## src/rtl/steer_pkg.sv

```systemverilog
package steer_pkg;
  localparam int LANES    = 3;
  localparam int CPLX_MAX = 4;
  localparam int OPW      = 8;
  localparam int REGW     = 4;
  localparam int LENW     = 3;
  localparam int IDXW     = $clog2(CPLX_MAX);

  typedef struct packed {
    logic            cls;
    logic [LENW-1:0] lenM1;
    logic [OPW-1:0]  op;
    logic [REGW-1:0] srcA;
    logic [REGW-1:0] srcB;
    logic [REGW-1:0] dst;
  } inst_t;

  typedef struct packed {
    logic [OPW-1:0]  op;
    logic [REGW-1:0] srcA;
    logic [REGW-1:0] srcB;
    logic [REGW-1:0] dst;
  } uop_t;

  localparam int INSTW = $bits(inst_t);
  localparam int UOPW  = $bits(uop_t);

  typedef enum logic [2:0] {
    SRC_NONE = 3'd0,
    SRC_I0   = 3'd1,
    SRC_I1   = 3'd2,
    SRC_I2   = 3'd3,
    SRC_SEQ  = 3'd4
  } lane_src_e;

  typedef struct packed {
    lane_src_e [LANES-1:0]            laneSrc;
    logic      [LANES-1:0][IDXW-1:0]  laneIdx;
  } strobe_t;
endpackage

```

## src/rtl/steer_ctrl.sv

```systemverilog
module steer_ctrl
  import steer_pkg::*;
(
  input  logic              clk,
  input  logic              rstN,
  input  logic [LANES-1:0]  inValid,
  input  logic              inst0Cls,
  input  logic [LENW-1:0]   inst0LenM1,
  input  logic              inst1Cls,
  input  logic              inst2Cls,
  input  logic              outReady,
  input  logic [LANES-1:0]  msLaneValid,
  input  logic              msLast,
  output strobe_t           strb,
  output logic              outValid,
  output logic [1:0]        inTaken,
  output logic              msStart,
  output logic              msAdvance
);
  logic            inSeq;
  logic [IDXW-1:0] doneCnt;
  logic [LENW:0]   len0, rem0, k0;
  logic            isMicro, decodeOk, fin0, take1, take2, fire, seqStep;

  always_comb begin
    len0     = (LENW+1)'(inst0LenM1) + (LENW+1)'(1);
    isMicro  = inValid[0] && inst0Cls && (int'(len0) > CPLX_MAX);
    decodeOk = !inSeq && inValid[0] && !isMicro;
    rem0     = inst0Cls ? len0 - (LENW+1)'(doneCnt) : (LENW+1)'(1);
    k0       = (int'(rem0) > LANES) ? (LENW+1)'(LANES) : rem0;
    fin0     = int'(rem0) <= LANES;
    take1    = fin0 && inValid[1] && !inst1Cls && (int'(k0) + 1 <= LANES);
    take2    = take1 && inValid[2] && !inst2Cls && (int'(k0) + 2 <= LANES);
  end

  always_comb begin
    for (int i = 0; i < LANES; i++) begin
      strb.laneSrc[i] = SRC_NONE;
      strb.laneIdx[i] = '0;
      if (inSeq) begin
        if (msLaneValid[i]) strb.laneSrc[i] = SRC_SEQ;
      end else if (decodeOk) begin
        if (i < int'(k0)) begin
          strb.laneSrc[i] = SRC_I0;
          strb.laneIdx[i] = IDXW'(int'(doneCnt) + i);
        end else if (i == int'(k0) && take1) begin
          strb.laneSrc[i] = SRC_I1;
        end else if (i == int'(k0) + 1 && take2) begin
          strb.laneSrc[i] = SRC_I2;
        end
      end
    end
  end

  always_comb begin
    outValid  = inSeq ? (|msLaneValid) : decodeOk;
    fire      = outValid && outReady;
    msStart   = !inSeq && isMicro;
    seqStep   = inSeq && (outReady || msLaneValid == '0);
    msAdvance = seqStep;
    if (msStart)
      inTaken = 2'd1;
    else if (decodeOk && fire)
      inTaken = 2'(int'(fin0) + int'(take1) + int'(take2));
    else
      inTaken = 2'd0;
  end

  always_ff @(posedge clk) begin
    if (!rstN) begin
      inSeq   <= 1'b0;
      doneCnt <= '0;
    end else begin
      if (msStart)
        inSeq <= 1'b1;
      else if (seqStep && msLast)
        inSeq <= 1'b0;
      if (decodeOk && fire)
        doneCnt <= fin0 ? '0 : IDXW'(int'(doneCnt) + LANES);
    end
  end


  seq_stalls_decode_chk: assert property (@(posedge clk) disable iff (!rstN)
    inSeq |-> (inTaken == 2'd0 && !msStart));


  seq_entry_chk: assert property (@(posedge clk) disable iff (!rstN)
    msStart |=> (inSeq && inTaken == 2'd0));


  stall_holds_chk: assert property (@(posedge clk) disable iff (!rstN)
    (outValid && !outReady) |-> (inTaken == 2'd0));


  stall_keeps_part_chk: assert property (@(posedge clk) disable iff (!rstN)
    (outValid && !outReady && !inSeq) |=> $stable(doneCnt));


  taken_bound_chk: assert property (@(posedge clk) disable iff (!rstN)
    int'(inTaken) <= $countones(inValid));
endmodule

```

## src/rtl/steer_dp.sv

```systemverilog
module steer_dp
  import steer_pkg::*;
(
  input  logic                clk,
  input  logic                rstN,
  input  strobe_t             strb,
  input  inst_t [LANES-1:0]   inst,
  input  uop_t  [LANES-1:0]   seqUop,
  output logic  [LANES-1:0]   laneValid,
  output uop_t  [LANES-1:0]   laneUop
);
  function automatic uop_t makeUop(inst_t src, logic [IDXW-1:0] idx);
    uop_t u;
    u.op   = src.op + OPW'(idx);
    u.srcA = src.srcA;
    u.srcB = src.srcB;
    u.dst  = src.dst;
    return u;
  endfunction

  for (genvar g = 0; g < LANES; g++) begin : g_lane
    always_comb begin
      laneValid[g] = strb.laneSrc[g] != SRC_NONE;
      unique case (strb.laneSrc[g])
        SRC_I0:  laneUop[g] = makeUop(inst[0], strb.laneIdx[g]);
        SRC_I1:  laneUop[g] = makeUop(inst[1], '0);
        SRC_I2:  laneUop[g] = makeUop(inst[2], '0);
        SRC_SEQ: laneUop[g] = seqUop[g];
        default: laneUop[g] = '0;
      endcase
    end
  end


  lanes_packed_chk: assert property (@(posedge clk) disable iff (!rstN)
    ((laneValid & (laneValid + 1'b1)) == '0));
endmodule

```

## src/rtl/decode_steer.sv

```systemverilog
module decode_steer
  import steer_pkg::*;
(
  input  logic                    clk,
  input  logic                    rstN,
  input  logic [LANES-1:0]        inValid,
  input  logic [LANES*INSTW-1:0]  inInst,
  output logic [1:0]              inTaken,
  output logic                    outValid,
  input  logic                    outReady,
  output logic [LANES-1:0]        outLaneValid,
  output logic [LANES*UOPW-1:0]   outUop,
  output logic                    msStart,
  output logic [OPW-1:0]          msIndex,
  input  logic [LANES-1:0]        msLaneValid,
  input  logic [LANES*UOPW-1:0]   msUop,
  input  logic                    msLast,
  output logic                    msAdvance
);
  inst_t [LANES-1:0] inst;
  uop_t  [LANES-1:0] seqUop, laneUop;
  strobe_t           strb;

  for (genvar g = 0; g < LANES; g++) begin : g_unpack
    assign inst[g]                    = inst_t'(inInst[g*INSTW +: INSTW]);
    assign seqUop[g]                  = uop_t'(msUop[g*UOPW +: UOPW]);
    assign outUop[g*UOPW +: UOPW]     = laneUop[g];
  end

  assign msIndex = inst[0].op;

  steer_ctrl i_ctrl (
    .clk        (clk),
    .rstN       (rstN),
    .inValid    (inValid),
    .inst0Cls   (inst[0].cls),
    .inst0LenM1 (inst[0].lenM1),
    .inst1Cls   (inst[1].cls),
    .inst2Cls   (inst[2].cls),
    .outReady   (outReady),
    .msLaneValid(msLaneValid),
    .msLast     (msLast),
    .strb       (strb),
    .outValid   (outValid),
    .inTaken    (inTaken),
    .msStart    (msStart),
    .msAdvance  (msAdvance)
  );

  steer_dp i_dp (
    .clk      (clk),
    .rstN     (rstN),
    .strb     (strb),
    .inst     (inst),
    .seqUop   (seqUop),
    .laneValid(outLaneValid),
    .laneUop  (laneUop)
  );
endmodule

```

## config.mk

```make
export PLATFORM = sky130hd
export DESIGN_NAME = decode_steer
export DESIGN_NICKNAME = d
export VERILOG_FILES = /design/src/rtl/steer_pkg.sv /design/src/rtl/steer_ctrl.sv /design/src/rtl/steer_dp.sv /design/src/rtl/decode_steer.sv
export SDC_FILE = /design/constraint.sdc
export NUM_CORES = 1
export LEC_CHECK = 0
export ABC_AREA = 0
export BUFFER_PORTS_ARGS = -buffer_cell sky130_fd_sc_hd__buf_2
export CAP_MARGIN = 0
export CORE_MARGIN = 2
export CORE_UTILIZATION = 37
export CTS_CLUSTER_DIAMETER = 200
export DETAILED_ROUTE_END_ITERATION = 7
export PLACE_DENSITY = 0.79
export RECOVER_POWER = 100
export SLEW_MARGIN = 10
export SYNTH_ARGS = -nofsm -noshare
export SYNTH_HDL_FRONTEND = slang
export SYNTH_SLANG_ARGS = --single-unit
```

## constraint.sdc

```tcl
create_clock -name clk -period 5.25 [get_ports clk]
set_input_delay 0.7875 -clock clk [delete_from_list [all_inputs] [get_ports clk]]
set_output_delay 0.7875 -clock clk [all_outputs]
set_load 0.02 [all_outputs]
```

==> impl_metrics.yaml, run 1 <==
status:
  outcome: "completed"
power:
  power.switching_w: 0.000270
  p_leak_nw: 2.04
  swShare: 0.541
  p_int_w: 0.000229
  peakVddDrop_v: 0.0000721
  pwr-share-seq: 0.053
  power_frac_clock: 0.140
  p_comb_frac: 0.807
  powerDensity_mw_per_mm2: 123
clock_network:
  cts_tree: "yes"
  clk_pin_slew_worst_paths_ns: 0.04
  cts_max_path_buffers: 2
  clk_latency_ns: 0.22
  htree_levels: 1
  cts_root_buf: "clkbuf_8"
  cts_inserted_buffers: 3
  cts_sinks: 3
detailed_routing:
  drt_iter0_markers: 357
  wl_per_cell_um: 18.7
  antenna_left: 0
  dr.pass1.iters: 5
  drc: 0
  vias_per_cell: 6.05
  finalWirelength_um: 13400
  vias: 4317
grt:
  grt_overflow: 0
  grt_pass1_wl_um: 20000
  grt_pass1_vias: 4099
  antenna_found_initial: 0
  grt_use_total: 0.295
  grt_max_degree: 22
synth:
  synthArstFlopShare: 0
  yosysTopAreaCellShare: 0.109
  yosysSeqAreaShare: 0.0213
  yosysWarnings: 0
  yosysMostFrequentCell: "inv_1"
  avgSynthCellArea_sq_um: 6.66
  synth-main-ff-cell: "dfxtp_1"
  synth.cell_area_sq_mm: 0.00282
  ys_ff_latch: 3
  synth_edf_count: 0
  synthTopCellsByCount: "inv_1 (42), a22oi_1 (41), nand2_1 (34)"
  yosysTopAreaCell: "a22oi_1"
  syn_nets: 586
  synth_cells: 423
  ys_top_cells_by_area: "a22oi_1 (11%), ha_1 (7.1%), a41oi_1 (6.5%), a221o_1 (6.4%), o41ai_1 (6.2%)"
  synth.distinct_cells: 55
critical_path:
  cp-end-kind: "output port"
  slowest_delay_ns: 0.50
  critPathBufInv: 5
  worst_setup_path_start_kind: "input pin"
  crit_family: "adder cells"
  required_ns: 4.46
  crit_chain: "buf_2 > ha_1 > inv_1 > fa_1 > nor2_1 > a32oi_2 > or2_4 > inv_2 > ha_2 > inv_1 > and3_1 > ha_2 > fa_2 > nand3_2 > xor2_1 > nor2_1 > a221o_1 > buf_2"
  arrival_ns: 4.29
  worstPathMaxFanout: 6
  worstSetupPathType: "input pin to output port"
  crit_slowest_cell: "fa_1"
timing:
  max_slew_margin: 0.304
  hold_viol: 0
  slew_violations: 0
  setup_violations: 0
  hold_ws_ns: 0.595
  clock.fmax_mhz: 197
  rsz0062_at_grt: "true"
  finalCritPeriodShare: 0.967
  worst_pin_slew_ns: 1.04
  fin_crit_ns: 5.08
  finClkSkew_ns: 0.00695
floorplan:
  start_util: 0.386
  die-area_sq_mm: 0.00832
  dieHeight_um: 91.2
  core_area_sq_mm: 0.00729
  io_pins: 218
  fp.dieW_um: 91.2
  num_rows: 31
job:
  cap_violations: 0
final_layout:
  drive_gt1_frac: 0.416
  num_antenna_cells: 0
  nets: 779
  design_area_sq_mm: 0.00406
  area_growth_pct: 44.1
  instances_no_fill: 714
  fin_util: 0.556
placement:
  numPortBuffers: 211
  dpl.cell_count: 709
  place_area_sq_mm: 0.00396
  dp_hpwl_um: 10000
  gp_congestion: 0.889
min_path:
  hold_path_class: "register to register"
==> logic make-up after synthesis <==
kind of cell / after synthesis / synth area share
AOI/OAI and AO/OA: 175 / 0.467
and+or+nand+nor: 115 / 0.201
buffers and inverters: 89 / 0.144
adders and majority gates: 21 / 0.107
xor gates and xnor gates: 19 / 0.0591
DFF: 3 / 0.0213
other: 1 / 0.00133
==> final cells by class <==
type | instances | area (sq um)
fill | 771 | 3240
multi-input combinational | 331 | 2430
timing repair buffer | 235 | 1240
inverter | 42 | 158
tap | 99 | 124
sequential | 3 | 60.1
clock buffer | 4 | 45.0
==> state kept, by name (all words and copies together) (netlist names) <==
name,flops
i_ctrl.doneCnt,2
i_ctrl.inSeq,1
==> metrics by stage <==
stage	setup slack [ns]	TNS (ns)	power, W
floorplan	0.0779	0	0.000257
finish	0.171	0	0.000499
CTS	0.0563	0	0.000487
global placement	0.118	0	0.000405
global route	-0.0240	-0.0606	0.000534
detailed placement	0.0201	0	0.000413
==> worst min-delay path: stages (launching register included) <==
cell and delay [ns]:
dfxtp_1 0.39, nand2_1 0.09, a21boi_1 0.05
==> metal layers <==
metal,wire [um],GRT usage
met1,5110,0.360
met2,6730,0.524
met3,1200,0.0207
met4,339,0.135
met5,0,0
==> worst paths after layout <==
kind	slack (ns)	start	cells past startpoint	to
max	0.17	inInst[20]	18	outUop[16]
min	0.60	i_ctrl.doneCnt[0]	2	i_ctrl.doneCnt[0]
max reg2reg	2.55	i_ctrl.doneCnt[1]	10	i_ctrl.doneCnt[0]
min reg2reg	0.60	i_ctrl.doneCnt[0]	2	i_ctrl.doneCnt[0]
==> cells in the final DEF (no fill, tap or decap), types with 11 or more instances in the layout <==
master,count
buf_4,22
buf_2,202
xor2_1,11
a221o_1,18
o21ai_1,22
a41oi_1,21
a22oi_1,41
nand2_1,34
ha_1,12
o21ai_0,25
inv_1,41
nor2_1,29
o41ai_1,17
==> power groups by stage <==
stage / registers, W / clock network [W] / logic, W
2_1_floorplan: 0.0000253 / 0 / 0.000231
3_3_place_gp: 0.0000263 / 0 / 0.000379
3_5_place_dp: 0.0000265 / 0 / 0.000387
4_1_cts: 0.0000262 / 0.0000712 / 0.000389
5_1_grt: 0.0000265 / 0.0000751 / 0.000433
6_report: 0.0000263 / 0.0000697 / 0.000403
==> what timing repair did <==
item	CTS	global route
pin swaps	1	4
resized for setup	1	15
hold buffers	0	0
buffers inserted	0	1
endpoints found under the setup margin	1	18
Note: power is estimated with default switching activity, not from simulation.
==> run 2, diff against run 1 <==
--- a/config.mk
+++ b/config.mk
@@ -8,11 +8,9 @@
 export ABC_AREA = 0
 export BUFFER_PORTS_ARGS = -buffer_cell sky130_fd_sc_hd__buf_2
 export CAP_MARGIN = 0
-export CORE_MARGIN = 2
-export CORE_UTILIZATION = 37
+export CORE_UTILIZATION = 30
 export CTS_CLUSTER_DIAMETER = 200
 export DETAILED_ROUTE_END_ITERATION = 7
-export PLACE_DENSITY = 0.79
 export RECOVER_POWER = 100
 export SLEW_MARGIN = 10
 export SYNTH_ARGS = -nofsm -noshare
==> constraint.sdc (replaced) <==
create_clock -name clk -period 5 [get_ports clk]
set_input_delay 0.75 -clock clk [delete_from_list [all_inputs] [get_ports clk]]
set_output_delay 0.75 -clock clk [all_outputs]
set_load 0.02 [all_outputs]
==> run 2 against run 1 <==
Net effect:
- die area increased by 17%
- largest cell class unchanged
- clock power is 1% higher
- clock skew down 0.0044 ns
==> impl_metrics.yaml, run 2 (same netlist as run 1, synthesis figures left out) <==
floorplan:
  io_pins: 218
  start_util: 0.317
  dieHeight_um: 98.9
  die-area_sq_mm: 0.00978
  core_area_sq_mm: 0.00889
  fp.dieW_um: 98.9
  num_rows: 34
clock_network:
  cts_setup_buffers: 0
  cts_inserted_buffers: 3
  clk_pin_slew_worst_paths_ns: 0.03
  cts_max_path_buffers: 2
  cts_root_buf: "clkbuf_8"
  clk_latency_ns: 0.22
  htree_levels: 1
  cts_sinks: 3
  cts_tree: "yes"
timing:
  hold_viol: 0
  hold_ws_ns: 0.587
  fin_crit_ns: 4.84
  worst_pin_slew_ns: 1.05
  setup_slack_ns: 0.156
  clock.fmax_mhz: 206
  slew_violations: 0
  finalCritPeriodShare: 0.969
  setup_violations: 0
  finClkSkew_ns: 0.00257
  max_slew_margin: 0.302
placement:
  post-place-ws_ns: -0.110
  dpl.cell_count: 729
  place_area_sq_mm: 0.00404
  dp_hpwl_um: 9960
  gp_congestion: 0.885
  numPortBuffers: 211
grt:
  grt_overflow: 0
  grt_pass1_vias: 4062
  grt_pass1_wl_um: 19900
  antenna_found_initial: 0
  grt_use_total: 0.255
  grt_max_degree: 22
detailed_routing:
  vias: 4238
  vias_per_cell: 5.77
  dr.pass1.iters: 5
  drc: 0
  wl_per_cell_um: 18.1
  antenna_left: 0
  finalWirelength_um: 13300
  drt_iter0_markers: 207
min_path:
  hold_path_class: "register to register"
final_layout:
  layout_commonest_cell: "buf_2"
  mostFrequentLayoutCells: "buf_2 (153), inv_1 (42), a22oi_1 (41)"
  area_growth_pct: 48.1
  largest_reg_flops: 2
  nFillCells: 933
  num_antenna_cells: 0
  largest-register: "i_ctrl.doneCnt"
  multi_input_comb_area_sq_mm: 0.00247
  ff_latch_area_sq_um: 60.1
  design_area_sq_mm: 0.00417
  drive_gt1_frac: 0.413
  reg_top3: "i_ctrl.doneCnt x2, i_ctrl.inSeq x1"
  instances_no_fill: 735
  nets: 791
job:
  cap_violations: 0
critical_path:
  cp-end-kind: "output port"
  worst_setup_path_start_kind: "input pin"
  worstSetupPathType: "input pin to output port"
  worstPathMaxFanout: 6
  arrival_ns: 4.09
  required_ns: 4.25
status:
  outcome: "completed"
power:
  p_leak_nw: 2.03
  powerDensity_mw_per_mm2: 128
  total_power_w: 0.000533
  peakVddDrop_v: 0.0000584
==> run 2: cell types whose count changed in the layout (fill, tap and decap cells not counted), moves of 11 or more <==
| cell | previous run | this run |
|---|---|---|
| buf_4 | 22 | 33 |
| clkbuf_2 | 0 | 38 |
| o21ai_0 | 25 | 5 |
| buf_2 | 202 | 153 |
| clkbuf_1 | 10 | 21 |
| o21ai_1 | 22 | 40 |
==> run 2: what timing repair did <==
item	in CTS	in global routing
hold endpoints to repair	0	0
resized for setup	4	22
hold buffers	0	0
pin swaps	0	4
gates cloned	1	1
setup endpoints to repair	23	54
==> run 2: cell type report <==
class / instances / area share
Tap cell: 108 / 0.0324
Sequential cell: 3 / 0.0144
Inverter: 42 / 0.0378
Timing Repair Buffer: 246 / 0.311
Clock buffer: 4 / 0.0108
Multi-Input combinational cell: 332 / 0.593
==> run 2: critical path: stages <==
cell and delay, ns:
clkbuf_2 0.11, buf_4 0.15, ha_1 0.22, fa_2 0.53
nor3b_1 0.18, and3_1 0.20, or2_4 0.16, inv_1 0.06
buf_4 0.14, ha_1 0.30, nor4_4 0.25, and3_1 0.22
fa_1 0.43, a31o_2 0.24, clkbuf_2 0.15
==> run 2: where the power goes <==
group / total [W] / internal [W] / switching, W
Clock: 0.0000707 / 0.0000544 / 0.0000163
Combinational: 0.000434 / 0.000168 / 0.000267
Sequential: 0.0000275 / 0.0000253 / 0.00000223
Total: 0.000533 / 0.000247 / 0.000285
==> run 2: worst paths after layout <==
kind                          start           endpoint  slack [ns]  depth (start not counted)
hold / removal    i_ctrl.doneCnt[0]  i_ctrl.doneCnt[0]        0.59                          2
setup / recovery         inInst[20]         inTaken[0]        0.16                         15
setup reg to reg  i_ctrl.doneCnt[1]  i_ctrl.doneCnt[0]        2.24                          9
hold reg to reg   i_ctrl.doneCnt[0]  i_ctrl.doneCnt[0]        0.59                          2
==> run 2: through the flow <==
stage | util | setup TNS, ns
final | 0.469 | 0
after global routing | 0.469 | -0.00408
after CTS | 0.463 | 0
after detailed placement | 0.455 | -1.52
after global placement | 0.455 | -0.563
after floorplan | - | 0
==> run 2: routing by layer <==
layer | track usage | wire, um
met2 | 0.470 | 6650
met1 | 0.309 | 5470
met4 | 0.0873 | 337
met5 | 0 | 0
met3 | 0.0213 | 839
==> run 3, diff against run 2 <==
--- a/config.mk
+++ b/config.mk
@@ -8,9 +8,10 @@
 export ABC_AREA = 0
 export BUFFER_PORTS_ARGS = -buffer_cell sky130_fd_sc_hd__buf_2
 export CAP_MARGIN = 0
-export CORE_UTILIZATION = 30
+export CORE_UTILIZATION = 39
 export CTS_CLUSTER_DIAMETER = 200
 export DETAILED_ROUTE_END_ITERATION = 7
+export PLACE_DENSITY = 0.79
 export RECOVER_POWER = 100
 export SLEW_MARGIN = 10
 export SYNTH_ARGS = -nofsm -noshare
==> constraint.sdc (replaced) <==
create_clock -name clk -period 4.9 [get_ports clk]
set_input_delay 0.735 -clock clk [delete_from_list [all_inputs] [get_ports clk]]
set_output_delay 0.735 -clock clk [all_outputs]
set_load 0.02 [all_outputs]
==> run 3 against run 2 <==
Net effect:
- clock skew barely moved
- first-iteration DRC count increased by 33%
- global-route usage grew 6.5 points
- largest power group unchanged
- final cell count down 0.82%
- worst setup slack worse by 0.0047 ns
- non-clock buffer count rose by 6
- sequential power up 3%
- sequential cell count is the same
- sequential share of layout area about the same
- total power grew 5.9%
- critical endpoint is now outUop[16]
==> impl_metrics.yaml, run 3 (same netlist as run 1, synthesis figures left out) <==
timing:
  rsz0062_at_grt: "true"
  finClkSkew_ns: 0.00213
  finalCritPeriodShare: 0.969
  worst_pin_slew_ns: 1.00
  setup_violations: 0
  hold_viol: 0
  max_slew_margin: 0.333
  fin_crit_ns: 4.75
  clock.fmax_mhz: 211
  slew_violations: 0
  setup_slack_ns: 0.151
detailed_routing:
  vias: 4319
  drc: 0
  vias_per_cell: 5.92
  dr.pass1.iters: 5
  finalWirelength_um: 13100
  antenna_left: 0
  drt_iter0_markers: 276
  wl_per_cell_um: 17.9
final_layout:
  largest-register: "i_ctrl.doneCnt"
  mostFrequentLayoutCells: "buf_2 (200), o21ai_1 (42), a22oi_1 (41), buf_4 (41), inv_1 (40)"
  largest_reg_flops: 2
  layout_commonest_cell: "buf_2"
  reg_top3: "i_ctrl.doneCnt x2, i_ctrl.inSeq x1"
  area_growth_pct: 51.9
  drive_gt1_frac: 0.449
  design_area_sq_mm: 0.00428
  nets: 796
  instances_no_fill: 729
clock_network:
  cts_inserted_buffers: 3
  cts_root_buf: "clkbuf_8"
  cts_max_path_buffers: 2
  cts_sinks: 3
  cts_tree: "yes"
  clk_pin_slew_worst_paths_ns: 0.03
  clk_latency_ns: 0.22
  htree_levels: 1
critical_path:
  required_ns: 4.16
  cp-end-kind: "output port"
  arrival_ns: 4.01
  worstSetupPathType: "input pin to output port"
  worst_setup_path_start_kind: "input pin"
  worstPathMaxFanout: 3
grt:
  antenna_found_initial: 1
  grt_overflow: 0
  grt_max_degree: 22
  grt_pass1_wl_um: 18900
  grt_pass1_vias: 3965
  grt_use_total: 0.320
placement:
  dpl.cell_count: 721
  gp_congestion: 0.892
  dp_hpwl_um: 9850
  post-place-ws_ns: -0.0997
  numPortBuffers: 211
  place_area_sq_mm: 0.00407
power:
  peakVddDrop_v: 0.0000906
  p_leak_nw: 2.12
  powerDensity_mw_per_mm2: 132
  total_power_w: 0.000564
floorplan:
  core_area_sq_mm: 0.00687
  dieHeight_um: 87.0
  fp.dieW_um: 87.0
  die-area_sq_mm: 0.00756
  start_util: 0.410
  io_pins: 218
  num_rows: 30
min_path:
  hold_path_class: "register to register"
status:
  outcome: "completed"
job:
  cap_violations: 0
run 3: changes by cell type in the layout (fill, tap and decap cells not counted), sizes merged:
cell    change
clkbuf     -52
buf        +58
diode       +1
nor3        -1
run 3: timing repair:
item                                    4_1_cts  5_1_grt
setup buffers                                 1        2
hold buffers                                  0        0
cloned                                        0        0
endpoints found under the setup margin       16       57
resized for setup                             5       30
pin swaps                                     3       17
run 3: path summary, 6_finish.rpt:
check                          from                 to  slack, ns  depth (start not counted)
hold / removal         i_ctrl.inSeq       i_ctrl.inSeq       0.58                          2
setup / recovery         inInst[20]         outUop[16]       0.15                         18
hold reg to reg        i_ctrl.inSeq       i_ctrl.inSeq       0.58                          2
setup reg to reg  i_ctrl.doneCnt[1]  i_ctrl.doneCnt[0]       2.17                         11
run 3: critical path: stages:
cell      delay, ns
buf_2          0.12
ha_4           0.24
ha_1           0.26
nor2b_1        0.14
o211ai_1       0.31
a32oi_2        0.17
or2_4          0.26
inv_2          0.06
ha_2           0.18
inv_1          0.06
and3_1         0.16
ha_2           0.19
fa_2           0.40
nand3_2        0.09
xor2_1         0.15
nor2_1         0.06
a221o_1        0.26
buf_2          0.16
run 3: per-layer routing:
metal / vias up / wire, um / GRT usage
li1: 2006 / - / -
met1: 1982 / 5040 / 0.366
met4: 0 / 417 / 0.176
met2: 288 / 6370 / 0.568
met3: 43 / 1250 / 0.0474
met5: - / 0 / 0
run 3: report_power, final:
group          switching [W]  total (W)  internal [W]
logic               0.000275   0.000461      0.000186
registers         0.00000239  0.0000282     0.0000258
clock network      0.0000190  0.0000747     0.0000557
run 3: area by class of cell:
type	instances	area [sq um]
multi-input cells	331	2500
diodes	1	2.50
inverters	42	158
well taps	96	120
repair buffers	252	1390
flip-flops and latches	3	60.1
clock buffers	4	45.0
fillers	665	2590
run 3: per-stage QoR:
stage | TNS [ns] | hold WS [ns] | util
after floorplan | -0.00240 | 0.524 | -
after global placement | -0.0268 | 0.556 | 0.593
after detailed placement | -0.355 | 0.582 | 0.593
after CTS | 0 | 0.585 | 0.603
after global routing | -0.0993 | 0.647 | 0.622
final | 0 | 0.577 | 0.622
